===== config.mk =====
export PLATFORM = sky130hd
export DESIGN_NAME = dual_dac_regif
export DESIGN_NICKNAME = d
export VERILOG_FILES = /design/src/rtl/dac_regif_pkg.sv /design/src/rtl/dac_pin_sync.sv /design/src/rtl/dac_strobe_ctl.sv /design/src/rtl/dac_channel.sv /design/src/rtl/dual_dac_regif.sv
export SDC_FILE = /design/constraint.sdc
export NUM_CORES = 1
export LEC_CHECK = 0
export BUFFER_PORTS_ARGS = -buffer_cell sky130_fd_sc_hd__buf_2
export CAP_MARGIN = 20
export CORE_MARGIN = 2
export CORE_UTILIZATION = 40
export CTS_BUF_LIST = sky130_fd_sc_hd__clkbuf_4 sky130_fd_sc_hd__clkbuf_8
export CTS_CLUSTER_SIZE = 10
export DETAILED_ROUTE_END_ITERATION = 12
export PLACE_DENSITY = 0.63
export REMOVE_ABC_BUFFERS = 1
export SETUP_SLACK_MARGIN = 0.4
export SYNTH_ARGS = -nofsm -noshare
export SYNTH_HDL_FRONTEND = slang
export SYNTH_SLANG_ARGS = --single-unit

===== constraint.sdc =====
create_clock -name clk -period 1.9 [get_ports clk]
set_input_delay 0.475 -clock clk [delete_from_list [all_inputs] [get_ports clk]]
set_output_delay 0.475 -clock clk [all_outputs]
set_load 0.01 [all_outputs]

===== src/rtl/dac_regif_pkg.sv =====
package dac_regif_pkg;
  localparam int unsigned NUM_CH      = 2;
  localparam int unsigned SYNC_STAGES = 2;
  typedef enum logic {CH_A = 1'b0, CH_B = 1'b1} ch_sel_e;
endpackage


===== src/rtl/dac_pin_sync.sv =====
module dac_pin_sync #(
  parameter int unsigned W       = 1,
  parameter int unsigned STAGES  = 2,
  parameter logic [W-1:0] RST_VAL = '0
) (
  input  logic         clk,
  input  logic         rst_n,
  input  logic [W-1:0] pin_i,
  output logic [W-1:0] sync_o
);
  logic [W-1:0] stage_q [STAGES];
  logic [W-1:0] stage_d [STAGES];

  always_comb begin
    stage_d[0] = pin_i;
    for (int i = 1; i < STAGES; i++) stage_d[i] = stage_q[i-1];
  end

  always_ff @(posedge clk or negedge rst_n) begin
    if (!rst_n) begin
      for (int i = 0; i < STAGES; i++) stage_q[i] <= RST_VAL;
    end else begin
      for (int i = 0; i < STAGES; i++) stage_q[i] <= stage_d[i];
    end
  end

  assign sync_o = stage_q[STAGES-1];
endmodule


===== src/rtl/dac_strobe_ctl.sv =====
module dac_strobe_ctl (
  input  logic clk,
  input  logic rst_n,
  input  logic cs_s,
  input  logic wr_s,
  input  logic ld_s,
  input  logic pd_s,
  output logic wr_evt,
  output logic ld_evt,
  output logic auto_upd,
  output logic por_active
);
  logic wr_prev_q, ld_prev_q, por_q;
  logic por_d;
  logic wr_rise, ld_fall;

  assign wr_rise  = wr_s & ~wr_prev_q;
  assign ld_fall  = ~ld_s & ld_prev_q;
  assign wr_evt   = wr_rise & ~cs_s & pd_s;
  assign ld_evt   = ld_fall & pd_s;
  assign auto_upd = ~ld_s;

  always_comb begin
    por_d = por_q;
    if (wr_evt) por_d = 1'b0;
  end

  always_ff @(posedge clk or negedge rst_n) begin
    if (!rst_n) begin
      wr_prev_q <= 1'b1;
      ld_prev_q <= 1'b1;
      por_q     <= 1'b1;
    end else begin
      wr_prev_q <= wr_s;
      ld_prev_q <= ld_s;
      por_q     <= por_d;
    end
  end

  assign por_active = por_q;
endmodule


===== src/rtl/dac_channel.sv =====
module dac_channel #(
  parameter int unsigned DATA_W = 8
) (
  input  logic              clk,
  input  logic              rst_n,
  input  logic              wr_en,
  input  logic              xfer_en,
  input  logic [DATA_W-1:0] data_i,
  output logic [DATA_W-1:0] in_code_o,
  output logic [DATA_W-1:0] dac_code_o
);
  logic [DATA_W-1:0] in_q, in_d, dac_q, dac_d;

  always_comb begin
    in_d  = wr_en   ? data_i : in_q;
    dac_d = xfer_en ? in_d   : dac_q;
  end

  always_ff @(posedge clk or negedge rst_n) begin
    if (!rst_n) begin
      in_q  <= '0;
      dac_q <= '0;
    end else begin
      if (wr_en)   in_q  <= in_d;
      if (xfer_en) dac_q <= dac_d;
    end
  end

  assign in_code_o  = in_q;
  assign dac_code_o = dac_q;
endmodule


===== src/rtl/dual_dac_regif.sv =====
module dual_dac_regif
  import dac_regif_pkg::*;
#(
  parameter int unsigned DATA_W = 8
) (
  input  logic              clk,
  input  logic              rst_n,
  input  logic              chan_sel,
  input  logic              cs_n,
  input  logic              wr_n,
  input  logic              ld_n,
  input  logic              pd_n,
  input  logic [DATA_W-1:0] din,
  output logic [DATA_W-1:0] code_a,
  output logic [DATA_W-1:0] code_b,
  output logic              por_active,
  output logic              out_en
);
  localparam int unsigned DBUS_W = DATA_W + 1;

  logic              rst_meta_q, rst_sync_n;
  logic [3:0]        ctl_s;
  logic [DBUS_W-1:0] dbus_s;
  logic              wr_evt, ld_evt, auto_upd;
  logic [DATA_W-1:0] in_code  [NUM_CH];
  logic [DATA_W-1:0] dac_code [NUM_CH];
  logic [DATA_W-1:0] in_code_a, in_code_b;
  ch_sel_e           sel_s;

  always_ff @(posedge clk or negedge rst_n) begin
    if (!rst_n) begin
      rst_meta_q <= 1'b0;
      rst_sync_n <= 1'b0;
    end else begin
      rst_meta_q <= 1'b1;
      rst_sync_n <= rst_meta_q;
    end
  end

  dac_pin_sync #(.W(4), .STAGES(SYNC_STAGES), .RST_VAL(4'hF)) u_ctl_sync (
    .clk(clk), .rst_n(rst_sync_n),
    .pin_i({pd_n, ld_n, wr_n, cs_n}), .sync_o(ctl_s)
  );

  dac_pin_sync #(.W(DBUS_W), .STAGES(SYNC_STAGES), .RST_VAL('0)) u_dat_sync (
    .clk(clk), .rst_n(rst_sync_n),
    .pin_i({chan_sel, din}), .sync_o(dbus_s)
  );

  assign sel_s = ch_sel_e'(dbus_s[DATA_W]);

  dac_strobe_ctl u_ctl (
    .clk(clk), .rst_n(rst_sync_n),
    .cs_s(ctl_s[0]), .wr_s(ctl_s[1]), .ld_s(ctl_s[2]), .pd_s(ctl_s[3]),
    .wr_evt(wr_evt), .ld_evt(ld_evt), .auto_upd(auto_upd),
    .por_active(por_active)
  );

  for (genvar ch = 0; ch < NUM_CH; ch++) begin : g_ch
    logic sel_hit, wr_en, xfer_en;
    assign sel_hit = (sel_s == ch_sel_e'(ch));
    assign wr_en   = wr_evt & sel_hit;
    assign xfer_en = (wr_en & auto_upd) | ld_evt;
    dac_channel #(.DATA_W(DATA_W)) u_chan (
      .clk(clk), .rst_n(rst_sync_n),
      .wr_en(wr_en), .xfer_en(xfer_en), .data_i(dbus_s[DATA_W-1:0]),
      .in_code_o(in_code[ch]), .dac_code_o(dac_code[ch])
    );
  end

  assign in_code_a = in_code[0];
  assign in_code_b = in_code[1];
  assign code_a    = dac_code[0];
  assign code_b    = dac_code[1];
  assign out_en    = ctl_s[3];
endmodule


# Word level (Yosys, flattened, before mapping)
# Cells that the tools add are included.
[totals]
register_bits = 63
latchBits = 0
ramBits = 0
romBits = 0
input_bits = 15
out_inout_bits = 18
word_cells = 30
n_memories = 0
[op_classes]
n_addsub = 0
n_mul = 0
div = 0
magnitude_cmp = 0
n_eq_ne = 0
shifts = 0
n_mux = 2
n_bitwise = 15
n_reduce_logical = 0
[ops]
columns = ["op", "count"]
rows = [
  ["2-to-1 mux 8 bit", 2],
  ["AND 1 bit", 9],
  ["NOT 1 bit", 4],
  ["bitwise OR 1 bit", 2],
]

# Longest topological paths before layout
[depth]
depth_word = 7
ltp_mapped = 5

# Cells and area by module
# Synthesis repeated with hierarchy kept, for this count alone.
[unflattened]
hier_cells = 109
area_unflattened_um2 = 2174.6
[modules_own_cells]
columns = ["module", "n_inst", "cells_each", "area_per_inst_um2", "seq_area_each_um2"]
rows = [
  ["dac_channel", 2, 34, 656.9, 400.4],
  ["dac_pin_sync (u_dat_sync)", 1, 18, 450.4, 450.4],
  ["dac_pin_sync (u_ctl_sync)", 1, 8, 210.2, 210.2],
  ["dac_strobe_ctl", 1, 7, 110.1, 78.8],
  ["dual_dac_regif", 1, 8, 90.1, 50.0],
]

# Worst setup path before layout
# No wires, ideal clock.
[synth_timing]
kind = "register -> register"
startpoint = "register u_ctl_sync.stage_q, in the netlist u_ctl_sync.sync_o[2]"
endpoint = "register g_ch[0].u_chan.dac_q[0]"
arrival_ps = 1344
t_required_ps = 1777
setup_slack_ps = 434
path_stages_with_launch = 6
path_buffers = 2
synth_period_minus_slack_ps = 1466
cell_sequence = "dfstp_2 -> buf_2 -> nand2b_2 -> o21ba_2 -> buf_4 -> o221a_2"
[synth_between]
elab_chain_len = 4
word_cells_on_any_way = 5
cone_classes = "bitwise (5)"
[synth_lines]
columns = ["item", "line_no", "source"]
rows = [
  ["start, declared", "dac_pin_sync.sv:11", "logic [W-1:0] stage_q [STAGES];"],
  ["NOT 1 bit (*)", "dac_strobe_ctl.sv:18, dac_strobe_ctl.sv:21", ""],
  ["AND 1 bit", "dac_strobe_ctl.sv:18", "assign ld_fall = ~ld_s & ld_prev_q;"],
  ["AND 1 bit", "dac_strobe_ctl.sv:20", "assign ld_evt = ld_fall & pd_s;"],
  ["bitwise OR 1 bit (*)", "dual_dac_regif.sv:63", "assign xfer_en = (wr_en & auto_upd) | ld_evt;"],
  ["end signal, assigned", "dac_channel.sv:22", "dac_q <= '0;"],
  ["end signal, assigned", "dac_channel.sv:25", "if (xfer_en) dac_q <= dac_d;"],
  ["end, declared", "dac_channel.sv:12", "logic [DATA_W-1:0] in_q, in_d, dac_q, dac_d;"],
]
# Every way passes the cells marked *; elsewhere a longest branch is shown, timed or not.
# A chain may end at the register's enable or synchronous reset.

# Worst setup path in the final report
[layout_timing]
startpoint = "register u_ctl_sync.stage_q, in the netlist u_ctl_sync.sync_o[3]"
endpoint = "output out_en"
[layout_rtl]
columns = ["item", "line_no", "source"]
rows = [
  ["end, declared", "dual_dac_regif.sv:17", "output logic out_en"],
]
# No word-level cell between the ends.

==> flow_summary.toml <==
[clock_tree]
cts_tree = "yes"
cts_buffers = 9
clock_latency_ps = 340
clock_path_buffers = 2
htree_levels = 3
clk_pin_slew_worst_paths_ps = 60
cts.sinks = 63
root_buffer = "clkbuf_8"

[hold_path]
min_from = "wr_n"
worstHoldPathType = "primary input to flop"
worstHoldPathCells = 1

[detailed_routing]
routed_wl_um = 4010
routed_via_density = 5.10
wl_per_cell_um = 15.9
dr.pass1.iters = 4
vias = 1291
ant_nets = 0
drt-initial-drc-count = 64
drc_errors = 0

[floorplanning]
die-area_mm2 = 0.00622
start_util_pct = 40.9
io_pins = 33
rows = 27
die-height_um = 78.9
core_area_mm2 = 0.00547
die_w_um = 78.9

[place]
dpl_worst_slack_ps = 194
placed_cells = 233
dp.final_hpwl_um = 2760
gp_congestion = 0.766
io_buffers = 32

[setup_path]
regToRegStartpoint = "u_ctl_sync.sync_o[3]"
cp_cell_sequence = "buf_6"
start_kind = "flop"
cp_slowest_cell = "dfstp_2"
path_buf_inv = 1
ff2ff_path_depth = 4
cpPeakStageDelay_ps = 600
path_max_fanout = 5
worstSetupPathType = "flop to output port"
end_kind = "output port"
cp.depth = 1
cp_data_required_time_ps = 1420
startpoint = "u_ctl_sync.sync_o[3]"
cp.arrival_ps = 1050
path_delay_family = "flip-flops"

[timing]
setup_tns_ps = 0
finalSetupViolations = 0
hold_slack_ps = 236
rsz0062_at_grt = "yes"
fin_ws_ps = 373
fmax_mhz = 655
tightest_slew_ps = 561
fin_crit_sh_pct = 80.4
fin_crit_ps = 1530
hold_viol_final = 0
slew_viol_final = 0
fin_skew_ps = 10.5
slew_headroom_pct = 62.6

[synth]
synth_top_family_by_area = "simple AND/OR/NAND/NOR gates"
synth_edf_count = 0
synthMuxAreaShare_pct = 8.04
synth_compound_area_share_pct = 9.21
synth-simple-area-share_pct = 9.77
synth-adder-area-share_pct = 0
syn_area_mm2 = 0.00224
syn_inst = 133
ys_ff_latch = 63
synth.distinct_cells = 21
synth_ff_type = "dfrtp_1"
synth_warnings = 0
synth_xor_area_share_pct = 0
synth.avg_cell_area_um2 = 16.8
ys_seq_area_share_pct = 71.0
ys_async_sr_fraction_pct = 100

[power]
p_switching_mw = 0.730
peakVddDrop_v = 0.000518
p_int_mw = 2.42
leakagePower_nw = 1.21
clkPwrFrac_pct = 35.0
power.total_mw = 3.15
pwr-share-comb_pct = 12.4
cellPowerDensity_mw_per_mm2 = 1120
pwr-share-seq_pct = 52.6
p_sw_share_pct = 23.2

[grt]
grt_use_total_pct = 15.0
grt_max_degree = 38
antenna_found_initial = 0
grt_pass1_wl_um = 6740
overflow = 0
grt_pass1_vias = 1363

[layout]
syn2layout_area_growth_pct = 25.9
nets = 191
final_cell_count_no_fill = 253
layout-drive-gt1-share_pct = 59.7
fillerInstances = 482
multi_input_comb_area_um2 = 701
regArea_mm2 = 0.00159
most-common-layout-cells = "dfrtp_1, buf_2, mux2_2"
antennaDiodeCount = 0
mostFrequentLayoutCell = "dfrtp_1"

[run]
cap_violations = 0

[status]
status = "finished, final reports clean"
cell type report:
type	count	area share [%]
inverter	1	0.133
tap	72	3.19
timing repair buffer	39	8.43
multi-input combinational	62	24.8
sequential	63	56.5
clock buffer	16	6.92
worst register-to-register path: cells and delay by family, from the launching register on:
family	cells	cell delay, ps
DFF	1	600
and+or+nand+nor	2	400
AOI/OAI and AO/OA	1	240
buffers and inverters	1	170
power groups by stage:
| stage | registers (mW) | logic [mW] | clock network [mW] |
|---|---|---|---|
| floorplan | 1.68 | 0.190 | 0 |
| global placement | 1.66 | 0.346 | 0 |
| detailed placement | 1.67 | 0.359 | 0 |
| CTS | 1.65 | 0.365 | 1.14 |
| global route | 1.68 | 0.422 | 1.20 |
| finish | 1.66 | 0.390 | 1.10 |
sequential cells by signal, indices dropped and copies added (netlist names):
| name | count |
|---|---|
| g_ch.u_chan.dac_code_o | 16 |
| g_ch.u_chan.in_code_o | 16 |
| rst_meta_q | 1 |
| rst_sync_n | 1 |
| u_ctl.ld_prev_q | 1 |
| u_ctl.por_active | 1 |
| u_ctl.wr_prev_q | 1 |
| u_ctl_sync.stage_d | 4 |
| u_ctl_sync.sync_o | 4 |
| u_dat_sync.stage_d | 9 |
| u_dat_sync.sync_o | 9 |
per-layer routing:
layer	global-route usage (%)	wire length [µm]
met5	0	0
met3	4.20	158
met4	11.4	145
met1	18.0	1730
met2	23.1	1980
synthesized netlist by cell type (2+ instances only):
master	n	share of area [%]
dfstp_2	11	13
mux2_2	16	8.0
or4_1	8	2.7
dfrtp_1	52	58
nand3b_1	9	3.0
nand4bb_1	2	1.0
buf_2	6	1.3
o221a_2	16	8.0
per-stage QoR:
step           utilization, %  instance area, µm²
5_1_grt                  51.5                2820
2_1_floorplan               -                2200
3_3_place_gp             45.5                2490
3_5_place_dp             45.5                2490
6_report                 51.5                2820
4_1_cts                  50.1                2740
what timing repair did:
action	4_1_cts	5_1_grt
pin swaps	2	9
endpoints found under the setup margin	25	33
hold buffers	1	0
hold endpoints to repair	2	0
resized for setup	6	9
buffers inserted	2	1
path summary, 6_finish.rpt:
| kind | endpoint | slack, ps |
|---|---|---|
| min in group asynchronous | g_ch[1].u_chan.dac_code_o[3] | 250 |
| worst min register to register | g_ch[1].u_chan.dac_code_o[3] | 250 |
| worst max register to register | g_ch[1].u_chan.dac_code_o[0] | 380 |
| max in group asynchronous | g_ch[1].u_chan.dac_code_o[0] | 1060 |
| worst min-delay path | u_ctl_sync.stage_d[1] | 240 |
| worst max-delay path | out_en | 370 |
cells by family after synthesis:
kind of cell,count (synthesis)
buffers and inverters,8
AOI/OAI and AO/OA,18
muxes,16
and+or+nand+nor,27
other,1
DFF,63
Note: power is estimated with default switching activity, not from simulation.
